==> src/rtl/fft_sched_pkg.sv <==
`timescale 1ns/1ps
package fft_sched_pkg;

  typedef enum logic [1:0] {
    KIND_COL   = 2'd0,
    KIND_ROW_A = 2'd1,
    KIND_ROW_B = 2'd2
  } pass_kind_e;

  typedef enum logic [1:0] {
    FORM_4X4 = 2'd0,
    FORM_4X2 = 2'd1,
    FORM_4X1 = 2'd2
  } pass_form_e;

  typedef enum logic {
    ST_IDLE = 1'b0,
    ST_EMIT = 1'b1
  } sched_state_e;

  // log2 of points handled by one small transform of a given form
  function automatic logic [2:0] form_log2pts(pass_form_e f);
    case (f)
      FORM_4X2: form_log2pts = 3'd3;
      FORM_4X1: form_log2pts = 3'd2;
      default:  form_log2pts = 3'd4;
    endcase
  endfunction

endpackage

==> src/rtl/fft_size_decode.sv <==
`timescale 1ns/1ps
module fft_size_decode #(
  parameter int CODE_W   = 3,
  parameter int LOG2_MIN = 7,
  parameter int LOG2_MAX = 11,
  parameter int LOG_W    = 4
) (
  input  logic [CODE_W-1:0] code_i,
  output logic              legal_o,
  output logic [LOG_W-1:0]  log2n_o
);
  localparam int NUM_SIZES = LOG2_MAX - LOG2_MIN + 1;

  assign legal_o = (int'(code_i) < NUM_SIZES);
  assign log2n_o = LOG_W'(LOG2_MIN) + LOG_W'(code_i);
endmodule

==> src/rtl/fft_pass_rom.sv <==
`timescale 1ns/1ps
module fft_pass_rom
  import fft_sched_pkg::*;
#(
  parameter int LOG2_MAX = 11,
  parameter int COL_LOG2 = 4,
  parameter int LOG_W    = 4,
  parameter int CNT_W    = 10,
  parameter int STRIDE_W = 5
) (
  input  logic [LOG_W-1:0]    log2n_i,
  input  logic [1:0]          idx_i,
  output pass_kind_e          kind_o,
  output pass_form_e          form_o,
  output logic [CNT_W-1:0]    count_o,
  output logic [STRIDE_W-1:0] stride_o,
  output logic                last_o
);
  logic [LOG_W-1:0] row_log2;
  logic [1:0]       npass;
  pass_form_e       form_a, form_b;
  logic [LOG_W-1:0] cnt_shift;

  assign row_log2 = log2n_i - LOG_W'(COL_LOG2);

  // row-length refactoring per size
  always_comb begin
    npass  = 2'd3;
    form_a = FORM_4X2;
    form_b = FORM_4X4;
    case (row_log2)
      LOG_W'(3): begin npass = 2'd2; form_a = FORM_4X2; end
      LOG_W'(4): begin npass = 2'd2; form_a = FORM_4X4; end
      LOG_W'(5): begin form_a = FORM_4X2; form_b = FORM_4X1; end
      LOG_W'(6): begin form_a = FORM_4X1; form_b = FORM_4X4; end
      default:   begin form_a = FORM_4X2; form_b = FORM_4X4; end
    endcase
  end

  always_comb begin
    case (idx_i)
      2'd0:    begin kind_o = KIND_COL;   form_o = FORM_4X4; end
      2'd1:    begin kind_o = KIND_ROW_A; form_o = form_a;   end
      default: begin kind_o = KIND_ROW_B; form_o = form_b;   end
    endcase
  end

  assign cnt_shift = log2n_i - LOG_W'(form_log2pts(form_o));
  assign count_o   = CNT_W'(1) << cnt_shift;
  assign stride_o  = STRIDE_W'(1) << (LOG_W'(LOG2_MAX) - log2n_i);
  assign last_o    = (idx_i == npass - 2'd1);
endmodule

==> src/rtl/fft_sched_fsm.sv <==
`timescale 1ns/1ps
module fft_sched_fsm
  import fft_sched_pkg::*;
#(
  parameter int LOG2_MIN = 7,
  parameter int LOG_W    = 4
) (
  input  logic             clk_i,
  input  logic             rst_ni,
  input  logic             start_i,
  input  logic             legal_i,
  input  logic [LOG_W-1:0] log2n_d_i,
  input  logic             ready_i,
  input  logic             last_i,
  output logic [LOG_W-1:0] log2n_q_o,
  output logic [1:0]       idx_o,
  output logic             valid_o,
  output logic             done_o,
  output logic             err_o
);
  sched_state_e     state_q;
  logic [1:0]       idx_q;
  logic [LOG_W-1:0] log2n_q;
  logic             done_q, err_q;

  always_ff @(posedge clk_i or negedge rst_ni) begin
    if (!rst_ni) begin
      state_q <= ST_IDLE;
      idx_q   <= 2'd0;
      log2n_q <= LOG_W'(LOG2_MIN);
      done_q  <= 1'b0;
      err_q   <= 1'b0;
    end else begin
      done_q <= 1'b0;
      err_q  <= 1'b0;
      case (state_q)
        ST_IDLE: begin
          if (start_i) begin
            if (legal_i) begin
              state_q <= ST_EMIT;
              idx_q   <= 2'd0;
              log2n_q <= log2n_d_i;
            end else begin
              err_q <= 1'b1;
            end
          end
        end
        default: begin
          // start_i is ignored here
          if (ready_i) begin
            if (last_i) begin
              state_q <= ST_IDLE;
              done_q  <= 1'b1;
            end else begin
              idx_q <= idx_q + 2'd1;
            end
          end
        end
      endcase
    end
  end

  assign valid_o   = (state_q == ST_EMIT);
  assign idx_o     = idx_q;
  assign log2n_q_o = log2n_q;
  assign done_o    = done_q;
  assign err_o     = err_q;
endmodule

==> src/rtl/fft_pass_sched.sv <==
`timescale 1ns/1ps
module fft_pass_sched
  import fft_sched_pkg::*;
#(
  parameter int CODE_W   = 3,
  parameter int LOG2_MIN = 7,
  parameter int LOG2_MAX = 11,
  parameter int COL_LOG2 = 4,
  localparam int LOG_W    = $clog2(LOG2_MAX + 1),
  localparam int CNT_W    = LOG2_MAX - 1,
  localparam int STRIDE_W = LOG2_MAX - LOG2_MIN + 1
) (
  input  logic                clk_i,
  input  logic                rst_ni,
  input  logic                start_i,
  input  logic [CODE_W-1:0]   size_code_i,
  input  logic                desc_ready_i,
  output logic                desc_valid_o,
  output logic [1:0]          desc_kind_o,
  output logic [1:0]          desc_form_o,
  output logic [CNT_W-1:0]    desc_count_o,
  output logic [STRIDE_W-1:0] desc_stride_o,
  output logic                desc_last_o,
  output logic                done_o,
  output logic                err_o
);
  logic             legal;
  logic [LOG_W-1:0] log2n_d, log2n_q;
  logic [1:0]       idx;
  pass_kind_e       kind;
  pass_form_e       form;
  logic             last;

  fft_size_decode #(
    .CODE_W(CODE_W), .LOG2_MIN(LOG2_MIN), .LOG2_MAX(LOG2_MAX), .LOG_W(LOG_W)
  ) u_dec (
    .code_i (size_code_i),
    .legal_o(legal),
    .log2n_o(log2n_d)
  );

  fft_sched_fsm #(
    .LOG2_MIN(LOG2_MIN), .LOG_W(LOG_W)
  ) u_fsm (
    .clk_i    (clk_i),
    .rst_ni   (rst_ni),
    .start_i  (start_i),
    .legal_i  (legal),
    .log2n_d_i(log2n_d),
    .ready_i  (desc_ready_i),
    .last_i   (last),
    .log2n_q_o(log2n_q),
    .idx_o    (idx),
    .valid_o  (desc_valid_o),
    .done_o   (done_o),
    .err_o    (err_o)
  );

  fft_pass_rom #(
    .LOG2_MAX(LOG2_MAX), .COL_LOG2(COL_LOG2), .LOG_W(LOG_W),
    .CNT_W(CNT_W), .STRIDE_W(STRIDE_W)
  ) u_rom (
    .log2n_i (log2n_q),
    .idx_i   (idx),
    .kind_o  (kind),
    .form_o  (form),
    .count_o (desc_count_o),
    .stride_o(desc_stride_o),
    .last_o  (last)
  );

  assign desc_kind_o = kind;
  assign desc_form_o = form;
  assign desc_last_o = last;
endmodule

==> config.mk <==
export PLATFORM = sky130hd
export DESIGN_NAME = fft_pass_sched
export DESIGN_NICKNAME = d
export VERILOG_FILES = /design/src/rtl/fft_sched_pkg.sv /design/src/rtl/fft_size_decode.sv /design/src/rtl/fft_pass_rom.sv /design/src/rtl/fft_sched_fsm.sv /design/src/rtl/fft_pass_sched.sv
export SDC_FILE = /design/constraint.sdc
export NUM_CORES = 1
export LEC_CHECK = 0
export BUFFER_PORTS_ARGS = -buffer_cell sky130_fd_sc_hd__buf_2
export CORE_ASPECT_RATIO = 0.9
export CORE_UTILIZATION = 40
export DETAILED_ROUTE_END_ITERATION = 12
export PLACE_DENSITY = 0.69
export SLEW_MARGIN = 10
export SYNTH_ARGS = -nofsm -noshare
export SYNTH_HDL_FRONTEND = slang
export SYNTH_HIERARCHICAL = 1
export SYNTH_SLANG_ARGS = --single-unit
==> constraint.sdc <==
create_clock -name clk_i -period 2.8 [get_ports clk_i]
set_clock_uncertainty 0.2 [all_clocks]
set_input_delay 0.28 -clock clk_i [delete_from_list [all_inputs] [get_ports clk_i]]
set_output_delay 0.28 -clock clk_i [all_outputs]
set_load 0.05 [all_outputs]
==> results.json, run 1 <==
{
  "cp_max_fo": 4,
  "max_stage_delay_ns": 0.56,
  "syn_to_final_growth_pct": 83.56,
  "h-tree-depth": 1,
  "setup_violations": 10,
  "async_flop_share": 1.000,
  "clk_latency_ns": 0.25,
  "cpMaxStageDelayCell": "dfstp_2",
  "layout_commonest_cell": "buf_4",
  "path_cells": "nand2b_1 > o21ai_1 > nand2_1 > ha_4 > inv_6 > fa_2 > xor2_4 > buf_4 > nand3_2 > o21ba_4 > buf_8",
  "crit_family": "adder cells",
  "layout_setup_ws_ns": -0.4961,
  "critical_path_class": "flip-flop to output pin",
  "start_kind": "flip-flop",
  "ios": 30,
  "wl_per_cell_um": 16.88,
  "failed_checks": "negative setup slack",
  "clock-sinks": 9,
  "avgSynthCellArea_um2": 9.741,
  "grt_max_degree": 10,
  "maxCapViolCount": 0,
  "cts-root-buf": "clkbuf_4",
  "synthesis.nets": 109,
  "multi_input_area_um2": 878.3,
  "drt_iter0_markers": 29,
  "final_cell_mix": "buf_4, buf_2, buf_6",
  "vias": 974,
  "tns_ns": -4.374,
  "yosys_warnings": 6,
  "synth_area_um2": 905.9,
  "slew_headroom": 0.6935,
  "synth-edff-count": 0,
  "tightest_slew_ns": 0.4550,
  "fin_nets": 169,
  "ys_ff_latch": 9,
  "worst_ep_arrival_time_ns": 2.82,
  "antenna_found_initial": 0,
  "port_buffers": 29,
  "end_kind": "output pin",
  "die_h_um": 47.15,
  "cts_buffers": 3,
  "path_clk_slew_ns": 0.06,
  "cts_tree": "done",
  "drc": 0,
  "seq_area_um2": 229.0,
  "utilization": 0.8204,
  "dieArea_um2": 2459,
  "fmax_ghz": 0.3034,
  "dp_hpwl_um": 1912,
  "period_share": 1.177,
  "viasPerCell": 5.503,
  "grt_pass1_wl_um": 3988,
  "hp-class": "input pin to flip-flop",
  "ys_types": 37,
  "grt_pass1_vias": 871,
  "clockBufferDepth": 2,
  "hold_viol_final": 0,
  "place_congestion": 0.7958,
  "fp-row-count": 15,
  "nFillCells": 119,
  "syn_inst": 93,
  "n_antenna_cell": 0,
  "finalWirelength_um": 2987,
  "outcome": "finished, violations left",
  "core-area_um2": 2027,
  "final_layout_size_suffix_gt1_frac": 0.6513,
  "die_x_um": 52.16,
  "rsz0062_at_grt": "true",
  "fin_crit_ns": 3.296,
  "ant_nets": 0,
  "synth_ff_type": "dfrtp_1",
  "worst-path-buf-inv": 3,
  "overflow": 0,
  "drt-pass1-iter-count": 4,
  "drv_slew": 0,
  "initial_core_util": 0.4469,
  "grt_usage": 0.2299,
  "cp.required_ns": 2.32,
  "yosysSeqAreaShare": 0.2528
}
routing by layer:
| layer | share of wire | wire length [µm] | GRT usage | up-vias |
|---|---|---|---|---|
| li1 | - | - | - | 461 |
| met1 | 0.41 | 1220 | 0.2863 | 473 |
| met2 | 0.55 | 1644 | 0.4333 | 38 |
| met3 | 0.036 | 107 | 0.02913 | 2 |
| met4 | 0.0050 | 15 | 0.04737 | 0 |
| met5 | 0 | 0 | 0 | - |
worst reg2reg max path: cells and delay by family (launching register included):
kind	cells	cell delay (ns)
fa+ha+maj	1	0.23
flops	1	0.40
mux	1	0.08
compound gates	3	0.80
simple gates	2	0.33
buf+inv	2	0.25
layout make-up:
type / instances / area share
clock buffers: 4 / 0.01580
inverters: 10 / 0.02558
multi-input cells: 71 / 0.5282
flip-flops and latches: 9 / 0.1377
well taps: 25 / 0.01881
repair buffers: 58 / 0.2739
Yosys cell counts, types with 3 or more instances:
master,n,area share
dfrtp_1,6,0.17
dfstp_2,3,0.087
ha_1,8,0.11
inv_1,9,0.037
mux2_4,4,0.066
mux2i_1,3,0.033
nand2_1,7,0.029
nand2b_1,3,0.021
nand3b_1,4,0.033
nand4b_1,3,0.029
nor3_1,6,0.033
nor4_1,4,0.028
registers in the layout, indices dropped and copies added, names as in the netlist:
signal           flops
u_fsm/valid_o        1
u_fsm/log2n_q_o      4
u_fsm/done_o         1
u_fsm/err_o          1
u_fsm/idx_o          2
per-stage QoR:
step | hold WS, ns | cell area (µm²) | setup slack (ns) | instances
3_5_place_dp | -0.05740 | 1364 | -0.2903 | 161
6_report | 0.1190 | 1663 | -0.4961 | 177
5_1_grt | 0.1126 | 1663 | -0.5954 | 177
3_3_place_gp | -0.06258 | 1364 | -0.2613 | 161
2_1_floorplan | -0.2156 | 1095 | -0.5881 | 93
4_1_cts | 0.1142 | 1577 | -0.4091 | 173
repair_timing:
item	CTS	global route
buffers inserted	7	4
hold endpoints to repair	9	0
hold buffers	1	0
pin swaps	12	5
endpoints found under the setup margin	10	10
resized for setup	27	10
worst paths after layout:
check,to,from,cells after the start,slack (ns)
setup reg to reg,u_fsm/idx_o[1],u_fsm/log2n_q_o[3],9,0.38
max in group asynchronous,u_fsm/log2n_q_o[2],rst_ni,2,1.96
hold / removal,u_fsm/err_o,start_i,2,0.12
hold reg to reg,u_fsm/err_o,u_fsm/valid_o,1,0.36
setup / recovery,desc_count_o[8],u_fsm/log2n_q_o[1],11,-0.50
min in group asynchronous,u_fsm/valid_o,rst_ni,2,0.20
kinds of logic after synthesis:
kind of cell | share of synthesized area
AOI/OAI and AO/OA | 0.08840
and+or+nand+nor | 0.3274
muxes | 0.09945
buffers and inverters | 0.07043
adders and majority gates | 0.1326
DFF | 0.2528
xor gates and xnor gates | 0.02901
Power of run 1 is left out: the tool's default activity adds up to more than one toggle a clock period on the data nets, which glitch-free logic cannot reach.
==> run 2, diff against run 1 <==
==> constraint.sdc (replaced) <==
create_clock -name clk_i -period 2.8 [get_ports clk_i]
set_clock_uncertainty 0.2 [all_clocks]
set_input_delay 0.84 -clock clk_i [delete_from_list [all_inputs] [get_ports clk_i]]
set_output_delay 0.84 -clock clk_i [all_outputs]
set_load 0.05 [all_outputs]
==> results.json, run 2 (synthesis results as in run 1) <==
{
  "dieArea_um2": 2459,
  "drc": 0,
  "cts-root-buf": "clkbuf_4",
  "clk_latency_ns": 0.26,
  "n_antenna_cell": 0,
  "failed_checks": "negative setup slack",
  "vias": 1034,
  "reg2reg_to": "u_fsm/idx_o[1]",
  "core-area_um2": 2027,
  "cp_max_fo": 4,
  "r2r_setup_slack_ns": 0.32,
  "cp.required_ns": 1.76,
  "initial_core_util": 0.4469,
  "tightest_slew_ns": 0.4352,
  "post-place-cells": 167,
  "fmax_ghz": 0.2547,
  "fin_nets": 172,
  "fp-row-count": 15,
  "antenna_found_initial": 0,
  "grt_pass1_wl_um": 4374,
  "clock-sinks": 9,
  "viasPerCell": 5.744,
  "drv_slew": 0,
  "crit_end": "desc_count_o[9]",
  "multi_input_area_um2": 917.1,
  "final_layout_size_suffix_gt1_frac": 0.7032,
  "r2r_cells": 9,
  "clockBufferDepth": 2,
  "rsz0062_at_grt": "true",
  "tns_ns": -10.95,
  "critical_path_class": "flip-flop to output pin",
  "largest_reg_flops": 4,
  "hp-class": "input pin to asynchronous set/reset pin",
  "cts_buffers": 3,
  "cts_tree": "done",
  "finalWirelength_um": 3461,
  "place_congestion": 0.7834,
  "layout_commonest_cell": "buf_4",
  "h-tree-depth": 1,
  "grt_max_degree": 10,
  "grt_usage": 0.2427,
  "timing.hold.ws_ns": 0.2178,
  "period_share": 1.402,
  "slew_headroom": 0.7068,
  "regToRegStartpoint": "u_fsm/log2n_q_o[2]",
  "worst_ep_arrival_time_ns": 2.89,
  "crit_start": "u_fsm/log2n_q_o[1]",
  "final_cell_mix": "buf_4, buf_2, buf_6",
  "start_kind": "flip-flop",
  "overflow": 0,
  "nFillCells": 106,
  "drt-pass1-iter-count": 4,
  "maxCapViolCount": 0,
  "final_cells": 180,
  "syn_to_final_growth_pct": 91.44,
  "dp_hpwl_um": 1892,
  "hold_viol_final": 0,
  "die_h_um": 47.15,
  "seq_area_um2": 229.0,
  "fin_crit_ns": 3.927,
  "setup_violations": 11,
  "ant_nets": 0,
  "die_x_um": 52.16,
  "layout_setup_ws_ns": -1.127,
  "grt_pass1_vias": 953,
  "outcome": "finished, violations left",
  "drt_iter0_markers": 34,
  "ios": 30,
  "end_kind": "output pin",
  "port_buffers": 29,
  "path_clk_slew_ns": 0.07,
  "wl_per_cell_um": 19.23
}
## run 2: metrics by stage
stage,area [µm²],util,worst slack [ns]
3_3_place_gp,1409,0.6951,-0.8267
5_1_grt,1734,0.8556,-1.195
3_5_place_dp,1409,0.6951,-0.8959
2_1_floorplan,1095,-,-1.148
4_1_cts,1624,0.8012,-0.9579
6_report,1734,0.8556,-1.127
## run 2: how the worst min path moves through the flow
stage / start / to / slack, ns / cells past startpoint
global route: rst_ni / u_fsm/valid_o / 0.23 / 1
global placement: u_fsm/valid_o / u_fsm/err_o / 0.33 / 1
floorplan: rst_ni / u_fsm/done_o / 0.34 / 0
detailed placement: u_fsm/valid_o / u_fsm/err_o / 0.34 / 1
CTS: rst_ni / u_fsm/valid_o / 0.22 / 1
finish: rst_ni / u_fsm/err_o / 0.22 / 1
## run 2: per-layer routing
layer / vias to the layer above / share of wire / track usage
li1: 467 / - / -
met1: 511 / 0.42 / 0.3050
met2: 48 / 0.53 / 0.4641
met3: 8 / 0.047 / 0.01942
met4: 0 / 0.010 / 0.04737
met5: - / 0 / 0
## run 2: cell type report
type                            instances  share of cell area
Inverter                               10             0.02453
Timing Repair Buffer                   61              0.2814
Multi-Input combinational cell         71              0.5289
Sequential cell                         9              0.1320
Tap cell                               25             0.01804
Clock buffer                            4             0.01515
## run 2: critical path: stages, from the launching register on
cell and delay, ns:
dfstp_2 0.41, buf_4 0.15, nand3b_1 0.19, o21ai_2 0.12
nand2_2 0.11, ha_4 0.17, ha_4 0.16, fa_2 0.45
xor2_4 0.23, nand4b_1 0.13, buf_4 0.18, mux2i_4 0.15
buf_6 0.18
## run 2: what timing repair did
action / 4_1_cts / 5_1_grt
hold buffers: 0 / 0
setup buffers: 4 / 7
endpoints found under the setup margin: 11 / 11
pin swaps: 11 / 6
gates resized for setup: 41 / 13
gates cloned: 0 / 0
Power of run 2 is left out for the same reason.
==> run 3, diff against run 2 <==
--- a/config.mk
+++ b/config.mk
@@ -6,10 +6,11 @@
 export NUM_CORES = 1
 export LEC_CHECK = 0
 export BUFFER_PORTS_ARGS = -buffer_cell sky130_fd_sc_hd__buf_2
+export CAP_MARGIN = 20
 export CORE_ASPECT_RATIO = 0.9
-export CORE_UTILIZATION = 40
+export CORE_UTILIZATION = 45
 export DETAILED_ROUTE_END_ITERATION = 12
-export PLACE_DENSITY = 0.69
+export PLACE_DENSITY = 0.76
 export SLEW_MARGIN = 10
 export SYNTH_ARGS = -nofsm -noshare
 export SYNTH_HDL_FRONTEND = slang
==> results.json, run 3 <==
{
  "worstEpCategory": "top-level output",
  "netlist.area_leader.share": 0.1657,
  "cts_buffers": 3,
  "post-place-cells": 162,
  "die_x_um": 49.30,
  "initial_core_util": 0.4779,
  "avgSynthCellArea_um2": 9.741,
  "port_buffers": 29,
  "synth_common_cells": "inv_1, ha_1, nand2_1",
  "synthTopCellsByArea": "dfrtp_1, ha_1, dfstp_2",
  "async_flop_share": 1.000,
  "h-tree-depth": 1,
  "die_h_um": 44.57,
  "synth_area_um2": 905.9,
  "clock-sinks": 9,
  "outcome": "aborted with a tool error",
  "yosysTopAreaCell": "dfrtp_1",
  "postCtsHoldBufs": 0,
  "place_congestion": 0.8113,
  "ys_ff_latch": 9,
  "synth-edff-count": 0,
  "error_line": "[ERROR DPL-0038] Utilization greater than 100%, impossible to legalize",
  "synthesis.nets": 109,
  "dp_hpwl_um": 1930,
  "ys_types": 37,
  "synth.most_common_cell": "inv_1",
  "stop_stage": "5_1_grt",
  "synth_ff_type": "dfrtp_1",
  "postGrtWorstEndpoint": "desc_count_o[3]",
  "yosys_warnings": 6,
  "fp-row-count": 15,
  "cts-root-buf": "clkbuf_4",
  "syn_inst": 93,
  "clockBufferDepth": 2,
  "grt_max_degree": 10,
  "yosysSeqAreaShare": 0.2528,
  "ios": 30
}
run 3: through the flow:
step	hold slack (ns)	utilization	area [µm²]	TNS, ns	setup WS, ns
4_1_cts	0.2143	0.9069	1719	-10.58	-1.028
3_5_place_dp	0.3596	0.7234	1371	-8.136	-0.9106
3_3_place_gp	0.3306	0.7234	1371	-7.135	-0.7743
2_1_floorplan	0.3444	-	1095	-11.84	-1.148
run 3: logic make-up after synthesis:
group / after synthesis / share of synthesized area
mux: 7 / 0.09945
compound gates: 11 / 0.08840
simple gates: 41 / 0.3274
flops: 9 / 0.2528
buf+inv: 13 / 0.07043
xor+xnor: 3 / 0.02901
fa+ha+maj: 9 / 0.1326
run 3: what timing repair did:
item	4_1_cts
buffers inserted	23
setup endpoints to repair	11
gates resized for setup	41
pin swaps	13
==> run 4, diff against run 3 <==
--- a/config.mk
+++ b/config.mk
@@ -7,10 +7,10 @@
 export LEC_CHECK = 0
 export BUFFER_PORTS_ARGS = -buffer_cell sky130_fd_sc_hd__buf_2
 export CAP_MARGIN = 20
-export CORE_ASPECT_RATIO = 0.9
-export CORE_UTILIZATION = 45
+export CORE_AREA = 2 2 63 65
 export DETAILED_ROUTE_END_ITERATION = 12
-export PLACE_DENSITY = 0.76
+export DIE_AREA = 0 0 65 67
+export PLACE_DENSITY_LB_ADDON = 0.15
 export SLEW_MARGIN = 10
 export SYNTH_ARGS = -nofsm -noshare
 export SYNTH_HDL_FRONTEND = slang
==> constraint.sdc (replaced) <==
create_clock -name clk_i -period 3.64 [get_ports clk_i]
set_clock_uncertainty 0.2 [all_clocks]
set_input_delay 1.092 -clock clk_i [delete_from_list [all_inputs] [get_ports clk_i]]
set_output_delay 1.092 -clock clk_i [all_outputs]
set_load 0.05 [all_outputs]
==> results.json, run 4 (synthesis results as in run 1) <==
{
  "outcome": "finished, violations left",
  "failed_checks": "negative setup slack",
  "final_layout_size_suffix_gt1_frac": 0.6554,
  "port_buffers": 29,
  "overflow": 0,
  "syn_to_final_growth_pct": 86.33,
  "slew_headroom": 0.6811,
  "grt_usage": 0.1200,
  "place_congestion": 0.6697,
  "fp-row-count": 22,
  "route.met2.wl_um": 1297,
  "ios": 30,
  "wl_met1_um": 1056,
  "grt_max_degree": 10,
  "initial_core_util": 0.2512,
  "grt_pass1_vias": 947,
  "met3_length_um": 47,
  "finalWirelength_um": 2411,
  "die_x_um": 65,
  "critical_path_class": "flip-flop to output pin",
  "dieArea_um2": 4355,
  "multi_input_area_um2": 884.6,
  "postCtsHoldBufs": 0,
  "setup_violations": 10,
  "end_kind": "output pin",
  "drv_slew": 0,
  "cp.required_ns": 2.35,
  "clk_latency_ns": 0.22,
  "fin_crit_ns": 4.030,
  "cts_tree": "done",
  "largest_reg_flops": 4,
  "final_cell_mix": "buf_4, buf_2, buf_6",
  "dp_hpwl_um": 1976,
  "fmax_ghz": 0.2481,
  "maxCapViolCount": 0,
  "drt_iter0_markers": 11,
  "start_kind": "flip-flop",
  "antenna_found_initial": 0,
  "nFillCells": 348,
  "grt_pass1_wl_um": 4146,
  "dr.max_layer_used": "met4",
  "n_antenna_cell": 0,
  "layout_setup_ws_ns": -0.3900,
  "ant_nets": 0,
  "path_clk_slew_ns": 0.04,
  "tightest_slew_ns": 0.4733,
  "worst_ep_arrival_time_ns": 2.74,
  "vias": 888,
  "viasPerCell": 4.531,
  "die_h_um": 67,
  "seq_area_um2": 229.0,
  "layout_commonest_cell": "buf_4",
  "core-area_um2": 3606,
  "utilization": 0.4681,
  "period_share": 1.107,
  "fin_nets": 165,
  "drt-pass1-iter-count": 4,
  "cts_buffers": 3,
  "cts-root-buf": "clkbuf_8",
  "hp-class": "flip-flop to flip-flop",
  "h-tree-depth": 1,
  "drc": 0,
  "clock-sinks": 9,
  "clockBufferDepth": 2,
  "wl_per_cell_um": 12.30,
  "cp_max_fo": 3,
  "rsz0062_at_grt": "true",
  "hold_viol_final": 0
}
[run 4: timing repair]
| item | in CTS | in global routing |
|---|---|---|
| setup endpoints to repair | 10 | 10 |
| gates cloned | 0 | 0 |
| pin swaps | 5 | 10 |
| setup buffers | 5 | 1 |
| resized for setup | 26 | 6 |
[run 4: routing by layer]
metal,GRT usage,up-vias
li1,-,450
met1,0.1497,424
met2,0.2242,12
met3,0.005068,2
met4,0.03191,0
met5,0,-
[run 4: worst max-delay path, cell delays in order (launching register included)]
cell	delay [ns]
dfstp_2	0.53
nand2b_1	0.08
o21ai_2	0.15
nand2_2	0.08
ha_4	0.29
inv_4	0.05
fa_2	0.45
xnor2_4	0.19
or3_4	0.35
nor3_4	0.17
buf_6	0.18
[run 4: final timing paths]
kind                                         start                  to  slack [ns]  cells after the start
worst max register to register  u_fsm/log2n_q_o[3]      u_fsm/idx_o[1]        1.33                      9
max in group asynchronous                   rst_ni  u_fsm/log2n_q_o[2]        2.48                      1
worst min register to register       u_fsm/valid_o         u_fsm/err_o        0.37                      1
worst max-delay path            u_fsm/log2n_q_o[1]     desc_count_o[3]       -0.39                     10
worst min-delay path                 u_fsm/valid_o         u_fsm/err_o        0.37                      1
min in group asynchronous                   rst_ni       u_fsm/valid_o        0.51                      1
[run 4: final cells by class]
cell class	count	share of cell area
sequential	9	0.1357
inverter	10	0.02372
timing repair buffer	54	0.2543
multi-input combinational	71	0.5241
tap	48	0.03558
clock buffer	4	0.02669
[run 4: stage by stage]
stage | TNS (ns) | instances | hold WS (ns) | setup WS [ns] | area (µm²)
detailed placement | -2.168 | 186 | 0.3953 | -0.2743 | 1420
global placement | -1.642 | 186 | 0.3572 | -0.1922 | 1420
floorplan | -4.247 | 93 | 0.3619 | -0.5601 | 1095
finish | -3.312 | 196 | 0.3730 | -0.3900 | 1688
global route | -4.794 | 196 | 0.4144 | -0.5480 | 1688
CTS | -3.045 | 195 | 0.3955 | -0.3539 | 1639
Power of run 4 is left out for the same reason.
